$ cat src/rtl/cc_alu_pkg.sv
package cc_alu_pkg;
  localparam int DW  = 16;
  localparam int BW  = 8;
  localparam int CCW = 8;

  typedef enum logic [2:0] {
    OP_ADD   = 3'd0,
    OP_ADC   = 3'd1,
    OP_AND   = 3'd2,
    OP_IDX   = 3'd3,
    OP_CCAND = 3'd4,
    OP_CCOR  = 3'd5
  } alu_op_e;

  localparam int FLG_C = 0;
  localparam int FLG_V = 1;
  localparam int FLG_Z = 2;
  localparam int FLG_N = 3;
  localparam int FLG_H = 5;

  localparam logic [CCW-1:0] CC_RESET = 8'h50;
endpackage

$ cat src/rtl/alu_adder.sv
module alu_adder #(
  parameter int DW = 16,
  parameter int BW = 8
) (
  input  logic [DW-1:0] a_i,
  input  logic [DW-1:0] b_i,
  input  logic          cin_i,
  input  logic          wide_i,
  output logic [DW-1:0] sum_o,
  output logic          h_o,
  output logic          n_o,
  output logic          z_o,
  output logic          v_o,
  output logic          c_o
);
  localparam int NW = BW / 2;

  logic [BW:0] s_byte;
  logic [DW:0] s_word;
  logic [NW:0] s_nib;

  always_comb begin
    s_byte = {1'b0, a_i[BW-1:0]} + {1'b0, b_i[BW-1:0]} + {{BW{1'b0}}, cin_i};
    s_word = {1'b0, a_i} + {1'b0, b_i} + {{DW{1'b0}}, cin_i};
    s_nib  = {1'b0, a_i[NW-1:0]} + {1'b0, b_i[NW-1:0]} + {{NW{1'b0}}, cin_i};
    h_o    = s_nib[NW];
    if (wide_i) begin
      sum_o = s_word[DW-1:0];
      n_o   = s_word[DW-1];
      z_o   = (s_word[DW-1:0] == '0);
      c_o   = s_word[DW];
      v_o   = (a_i[DW-1] == b_i[DW-1]) && (s_word[DW-1] != a_i[DW-1]);
    end else begin
      sum_o = {{(DW-BW){1'b0}}, s_byte[BW-1:0]};
      n_o   = s_byte[BW-1];
      z_o   = (s_byte[BW-1:0] == '0);
      c_o   = s_byte[BW];
      v_o   = (a_i[BW-1] == b_i[BW-1]) && (s_byte[BW-1] != a_i[BW-1]);
    end
  end
endmodule

$ cat src/rtl/alu_logic.sv
module alu_logic #(
  parameter int DW = 16,
  parameter int BW = 8
) (
  input  logic [DW-1:0] a_i,
  input  logic [DW-1:0] b_i,
  input  logic          wide_i,
  output logic [DW-1:0] res_o,
  output logic          n_o,
  output logic          z_o
);
  logic [DW-1:0] conj;

  always_comb begin
    conj = a_i & b_i;
    if (wide_i) begin
      res_o = conj;
      n_o   = conj[DW-1];
    end else begin
      res_o = {{(DW-BW){1'b0}}, conj[BW-1:0]};
      n_o   = conj[BW-1];
    end
    z_o = (res_o == '0);
  end
endmodule

$ cat src/rtl/cc_reg.sv
module cc_reg #(
  parameter int             CCW   = 8,
  parameter logic [CCW-1:0] RST_V = '0
) (
  input  logic           clk_i,
  input  logic           rst_ni,
  input  logic           we_i,
  input  logic [CCW-1:0] d_i,
  output logic [CCW-1:0] q_o
);
  always_ff @(posedge clk_i or negedge rst_ni) begin
    if (!rst_ni)   q_o <= RST_V;
    else if (we_i) q_o <= d_i;
  end
endmodule

$ cat src/rtl/cc_alu.sv
module cc_alu
  import cc_alu_pkg::*;
(
  input  logic           clk_i,
  input  logic           rst_ni,
  input  logic [2:0]     op_i,
  input  logic           wide_i,
  input  logic [DW-1:0]  opa_i,
  input  logic [DW-1:0]  opb_i,
  input  logic           upd_i,
  output logic [DW-1:0]  result_o,
  output logic [CCW-1:0] cc_next_o,
  output logic [CCW-1:0] cc_o
);
  logic [DW-1:0] add_sum, and_res, idx_sum;
  logic add_h, add_n, add_z, add_v, add_c;
  logic and_n, and_z;
  logic add_cin;

  // ADC takes the registered carry; plain ADD forces zero
  assign add_cin = (op_i == OP_ADC) ? cc_o[FLG_C] : 1'b0;
  assign idx_sum = opa_i + {{(DW-BW){1'b0}}, opb_i[BW-1:0]};

  alu_adder #(.DW(DW), .BW(BW)) i_adder (
    .a_i(opa_i), .b_i(opb_i), .cin_i(add_cin), .wide_i(wide_i),
    .sum_o(add_sum), .h_o(add_h), .n_o(add_n), .z_o(add_z),
    .v_o(add_v), .c_o(add_c)
  );

  alu_logic #(.DW(DW), .BW(BW)) i_logic (
    .a_i(opa_i), .b_i(opb_i), .wide_i(wide_i),
    .res_o(and_res), .n_o(and_n), .z_o(and_z)
  );

  always_comb begin
    cc_next_o = cc_o;
    result_o  = '0;
    case (op_i)
      OP_ADD, OP_ADC: begin
        result_o         = add_sum;
        cc_next_o[FLG_N] = add_n;
        cc_next_o[FLG_Z] = add_z;
        cc_next_o[FLG_V] = add_v;
        cc_next_o[FLG_C] = add_c;
        if (!wide_i) cc_next_o[FLG_H] = add_h;
      end
      OP_AND: begin
        result_o         = and_res;
        cc_next_o[FLG_N] = and_n;
        cc_next_o[FLG_Z] = and_z;
        cc_next_o[FLG_V] = 1'b0;
      end
      OP_IDX: result_o = idx_sum;
      OP_CCAND: begin
        cc_next_o = cc_o & opb_i[CCW-1:0];
        result_o  = {{(DW-CCW){1'b0}}, cc_next_o};
      end
      OP_CCOR: begin
        cc_next_o = cc_o | opb_i[CCW-1:0];
        result_o  = {{(DW-CCW){1'b0}}, cc_next_o};
      end
      default: ;
    endcase
  end

  cc_reg #(.CCW(CCW), .RST_V(CC_RESET)) i_cc_reg (
    .clk_i(clk_i), .rst_ni(rst_ni), .we_i(upd_i),
    .d_i(cc_next_o), .q_o(cc_o)
  );
endmodule

$ cat config.mk
export PLATFORM = sky130hd
export DESIGN_NAME = cc_alu
export DESIGN_NICKNAME = d
export VERILOG_FILES = /design/src/rtl/cc_alu_pkg.sv /design/src/rtl/alu_adder.sv /design/src/rtl/alu_logic.sv /design/src/rtl/cc_reg.sv /design/src/rtl/cc_alu.sv
export SDC_FILE = /design/constraint.sdc
export NUM_CORES = 1
export LEC_CHECK = 0
export ABC_AREA = 1
export BUFFER_PORTS_ARGS = -buffer_cell sky130_fd_sc_hd__clkbuf_2
export CORE_ASPECT_RATIO = 1.75
export CORE_MARGIN = 2
export CORE_UTILIZATION = 52
export CTS_CLUSTER_DIAMETER = 40
export DETAILED_ROUTE_END_ITERATION = 8
export PLACE_DENSITY_LB_ADDON = 0.3
export SYNTH_ARGS = -nofsm -noshare
export SYNTH_HDL_FRONTEND = slang
export SYNTH_SLANG_ARGS = --single-unit
$ cat constraint.sdc
create_clock -name clk_i -period 9.7 [get_ports clk_i]
set_clock_uncertainty 0.05 [all_clocks]
set_input_delay 1.94 -clock clk_i [delete_from_list [all_inputs] [get_ports clk_i]]
set_output_delay 1.94 -clock clk_i [all_outputs]
set_load 0.01 [all_outputs]
==> metrics.md <==
| Metric | Value |
|---|---|
| GR Util met1 | 33.0% |
| CP cell instances | clkbuf_2 -> nor2_4 -> nand3_1 -> fa_1 -> fa_1 -> o21ai_4 -> nand2_1 -> nand3_1 -> nand2_1 -> nand2_2 -> nand2_1 -> nor2_1 -> nand2_1 -> nand2_1 -> nand2_1 -> nand3_2 -> clkbuf_2 |
| H-tree Lvls | 1 |
| Final setup viols | 0 |
| Fillcell total | 501 |
| Total wire length | 8760 um |
| Clk sinks | 8 |
| Total track usage | 33.7% |
| Initial Util | 53.4% |
| Port bufs | 70 |
| Post-CTS setup buffer count | 0 |
| Clock-pin slew on the worst setup and hold paths | 0.04 ns |
| Number of max-cap violations | 0 |
| Drt initial violations | 135 |
| Hold Crit Class | flip-flop to flip-flop |
| Slowest stage cell, crit path | fa_1 |
| Detailed-router iteration count before antenna repair | 4 |
| Clk buf depth | 2 |
| Synth cell types | 39 |
| Post-synthesis register bit count | 8 |
| RSZ-0062 raised after global routing | no |
| Initial antenna violation count | 0 |
| Worst Setup End Kind | primary output |
| Congestion Overflow GR | 0 |
| CTS tree | built |
| Tmin final | 6.45 ns |
| N_diodes | 0 |
| Outcome | finished clean |
| Post-cts resize count | 0 |
| Slew headroom | 22.0% |
| Clock root buffer | clkbuf_8 |
| CTS buffer count | 3 |
| Met2 Use GR | 64.0% |
| Max Clk Rate | 0.155 GHz |
| Mux contribution to synthesized area | 0% |
| FP Rows | 33 |
| Number of global-route vias before repair | 3172 |
| Slew @ Worst Pin | 1.16 ns |
| Share of layout cells above drive strength 1 | 21.2% |
| Sum Neg Setup Slack | 0 ns |
| Largest fanout on the critical path | 8 |
| Synth Area in Adders | 11.3% |
| Simple-gate portion of the synthesized area | 47.5% |
| Post-Layout Cell Count | 571 |
| Die area | 5380 sq um |
| Worst-Skew Late Latency | 0.22 ns |
| Post-Syn Nets | 509 |
| XOR/XNOR share of the synthesized area | 2.11% |
| Drt via density | 5.53 |
| P_leak | 1.69 nW |
| CP dominant cell by count | nand2_1 |
| Seq/Total Area, Yosys | 8.14% |
| Post-DP HPWL | 7440 um |
| Inst Count DP | 567 |
| Layout Nets | 578 |
| Routed wire per std cell | 15.3 um |
| WS Path Type | input port to primary output |
| Biggest register | i_cc_reg.q_o |
| Syn Area/Cell | 5.52 sq um |
| Core area | 4670 sq um |
| Post-CTS Hold Buffers | 0 |
| Antenna Violating Nets Remaining | 0 |
| Mapped cell area | 2490 sq um |
| Maximum VDD drop | 0.0890 mV |
| Post-Synthesis Cells | 451 |
| Ys Warns | 0 |
| Layer with the highest usage | met2 |
| Crit-path max cell delay | 0.50 ns |
| Pwr/cell area | 89.7 nW/um^2 |
| Final Hold Vio Count | 0 |
| Global-route wire length before repair | 14200 um |
| Largest regs | i_cc_reg.q_o: 8 flops |
| Final Max Slew Viols | 0 |
| Largest register FFs | 8 |
| Pin count of the biggest net entering global routing | 17 |
| Die width | 56.3 um |
| Startpoint Class | input port |
| Largest family of logic cells by synthesized area | simple AND/OR/NAND/NOR gates |
| Crit share post-route | 66.5% |
| Die height | 95.6 um |
| Post-synthesis compound-gate area fraction | 17.2% |
| CP Data Arrival Time | 4.46 ns |
| CP Data Required Time | 7.71 ns |
| Routed vias | 3155 |
| CP delay by family, top | simple AND/OR/NAND/NOR gates |
| Residual DRC count | 0 |
| Final RePlAce weighted congestion | 0.972 |
| Area grow syn2layout | 16.7% |
| Met3 global-route usage | 3.66% |
| # IOs | 71 |
| Bufs and invs on worst path | 2 |
layout by cell type, fill, tap and decap left out, types with 4 or more instances in the layout:
cell type,Yosys,routed
o221ai_1,5,5
xor2_1,6,6
o21ai_0,18,18
a21oi_1,19,19
o2111ai_1,5,5
nand2_2,12,12
nand4_1,8,8
nor2_1,34,34
nor2_2,4,4
dfrtp_1,6,6
nand3_1,38,38
or2_2,4,4
nand2_1,147,147
ha_1,16,16
inv_1,77,77
a31oi_1,6,6
clkbuf_2,0,70
nand3_2,4,4
o211ai_1,4,4
cell usage after synthesis, drive strengths merged:
library cell,instances,area share [%]
nand3,42,9.2
clkbuf,2,0.45
inv,80,12
nand3b,2,0.60
a21boi,3,0.90
a31oi,6,1.5
o21a,1,0.60
nand2,159,25
nor3,4,1.2
nor2,40,7.0
ha,16,8.0
a311oi,1,0.35
o2111ai,5,1.8
buf,4,1.3
dfrtp,6,6.0
maj3,2,0.80
a21oi,21,4.5
a22oi,1,0.30
o211ai,4,1.2
dfstp,2,2.1
fa,3,2.4
or2,4,1.0
o21ai,19,4.3
nor4,2,0.50
nand4,8,2.0
xor2,6,2.1
o221ai,5,1.8
and2,3,0.75
tightest hold or removal path, delay by kind of cell, from the launching register on:
family | cells | cell delay [ns]
buf+inv | 1 | 0.06
flops | 1 | 0.37
compound gates | 1 | 0.09
through the flow:
stage	util, %	hold slack [ns]	setup slack, ns	cell area (sq um)	power [mW]
3_3_place_gp	61.4	0.455	3.32	2860	0.215
6_report	62.3	0.484	3.25	2910	0.261
2_1_floorplan	-	0.463	3.84	2490	0.159
3_5_place_dp	61.4	0.471	3.26	2860	0.217
4_1_cts	62.3	0.481	3.24	2910	0.260
5_1_grt	62.3	0.535	3.08	2910	0.284
logic make-up after synthesis:
logic type,Yosys count
AO/OA/AOI/OAI,66
adder cells (fa/ha/maj),21
flip-flops,8
XOR/XNOR,6
buffers and inverters,86
AND/OR/NAND/NOR,264
metal layers:
layer | wire length, um | part of all wire, % | vias up
li1 | - | - | 1606
met2 | 4530 | 52 | 135
met3 | 442 | 5.0 | 36
met1 | 3170 | 36 | 1378
met4 | 621 | 7.1 | 0
met5 | 0 | 0 | -
final timing paths:
check                           startpoint              end  slack (ns)  cells after the start
max in group asynchronous           rst_ni  i_cc_reg.q_o[6]        7.85                      1
min reg2reg                i_cc_reg.q_o[6]  i_cc_reg.q_o[6]        0.48                      2
max reg2reg                i_cc_reg.q_o[0]  i_cc_reg.q_o[2]        6.98                     16
min                        i_cc_reg.q_o[6]  i_cc_reg.q_o[6]        0.48                      2
max                                op_i[1]     cc_next_o[2]        3.25                     17
min in group asynchronous           rst_ni  i_cc_reg.q_o[2]        1.50                      1
report_power, final:
part	leakage, nW	total, mW	switching [mW]	internal (mW)
sequential	0.0969	0.0460	0.00640	0.0396
combinational	1.57	0.173	0.112	0.0618
clock	0.0228	0.0415	0.0130	0.0285
cell type report:
type	count	area, sq um	area share (%)
clock buffer	4	45.0	1.55
inverter	80	300	10.3
multi-input combinational	357	1940	66.9
sequential	8	203	6.97
tap	52	65.1	2.24
timing repair buffer	70	350	12.0
Note: power is estimated with default switching activity, not from simulation.
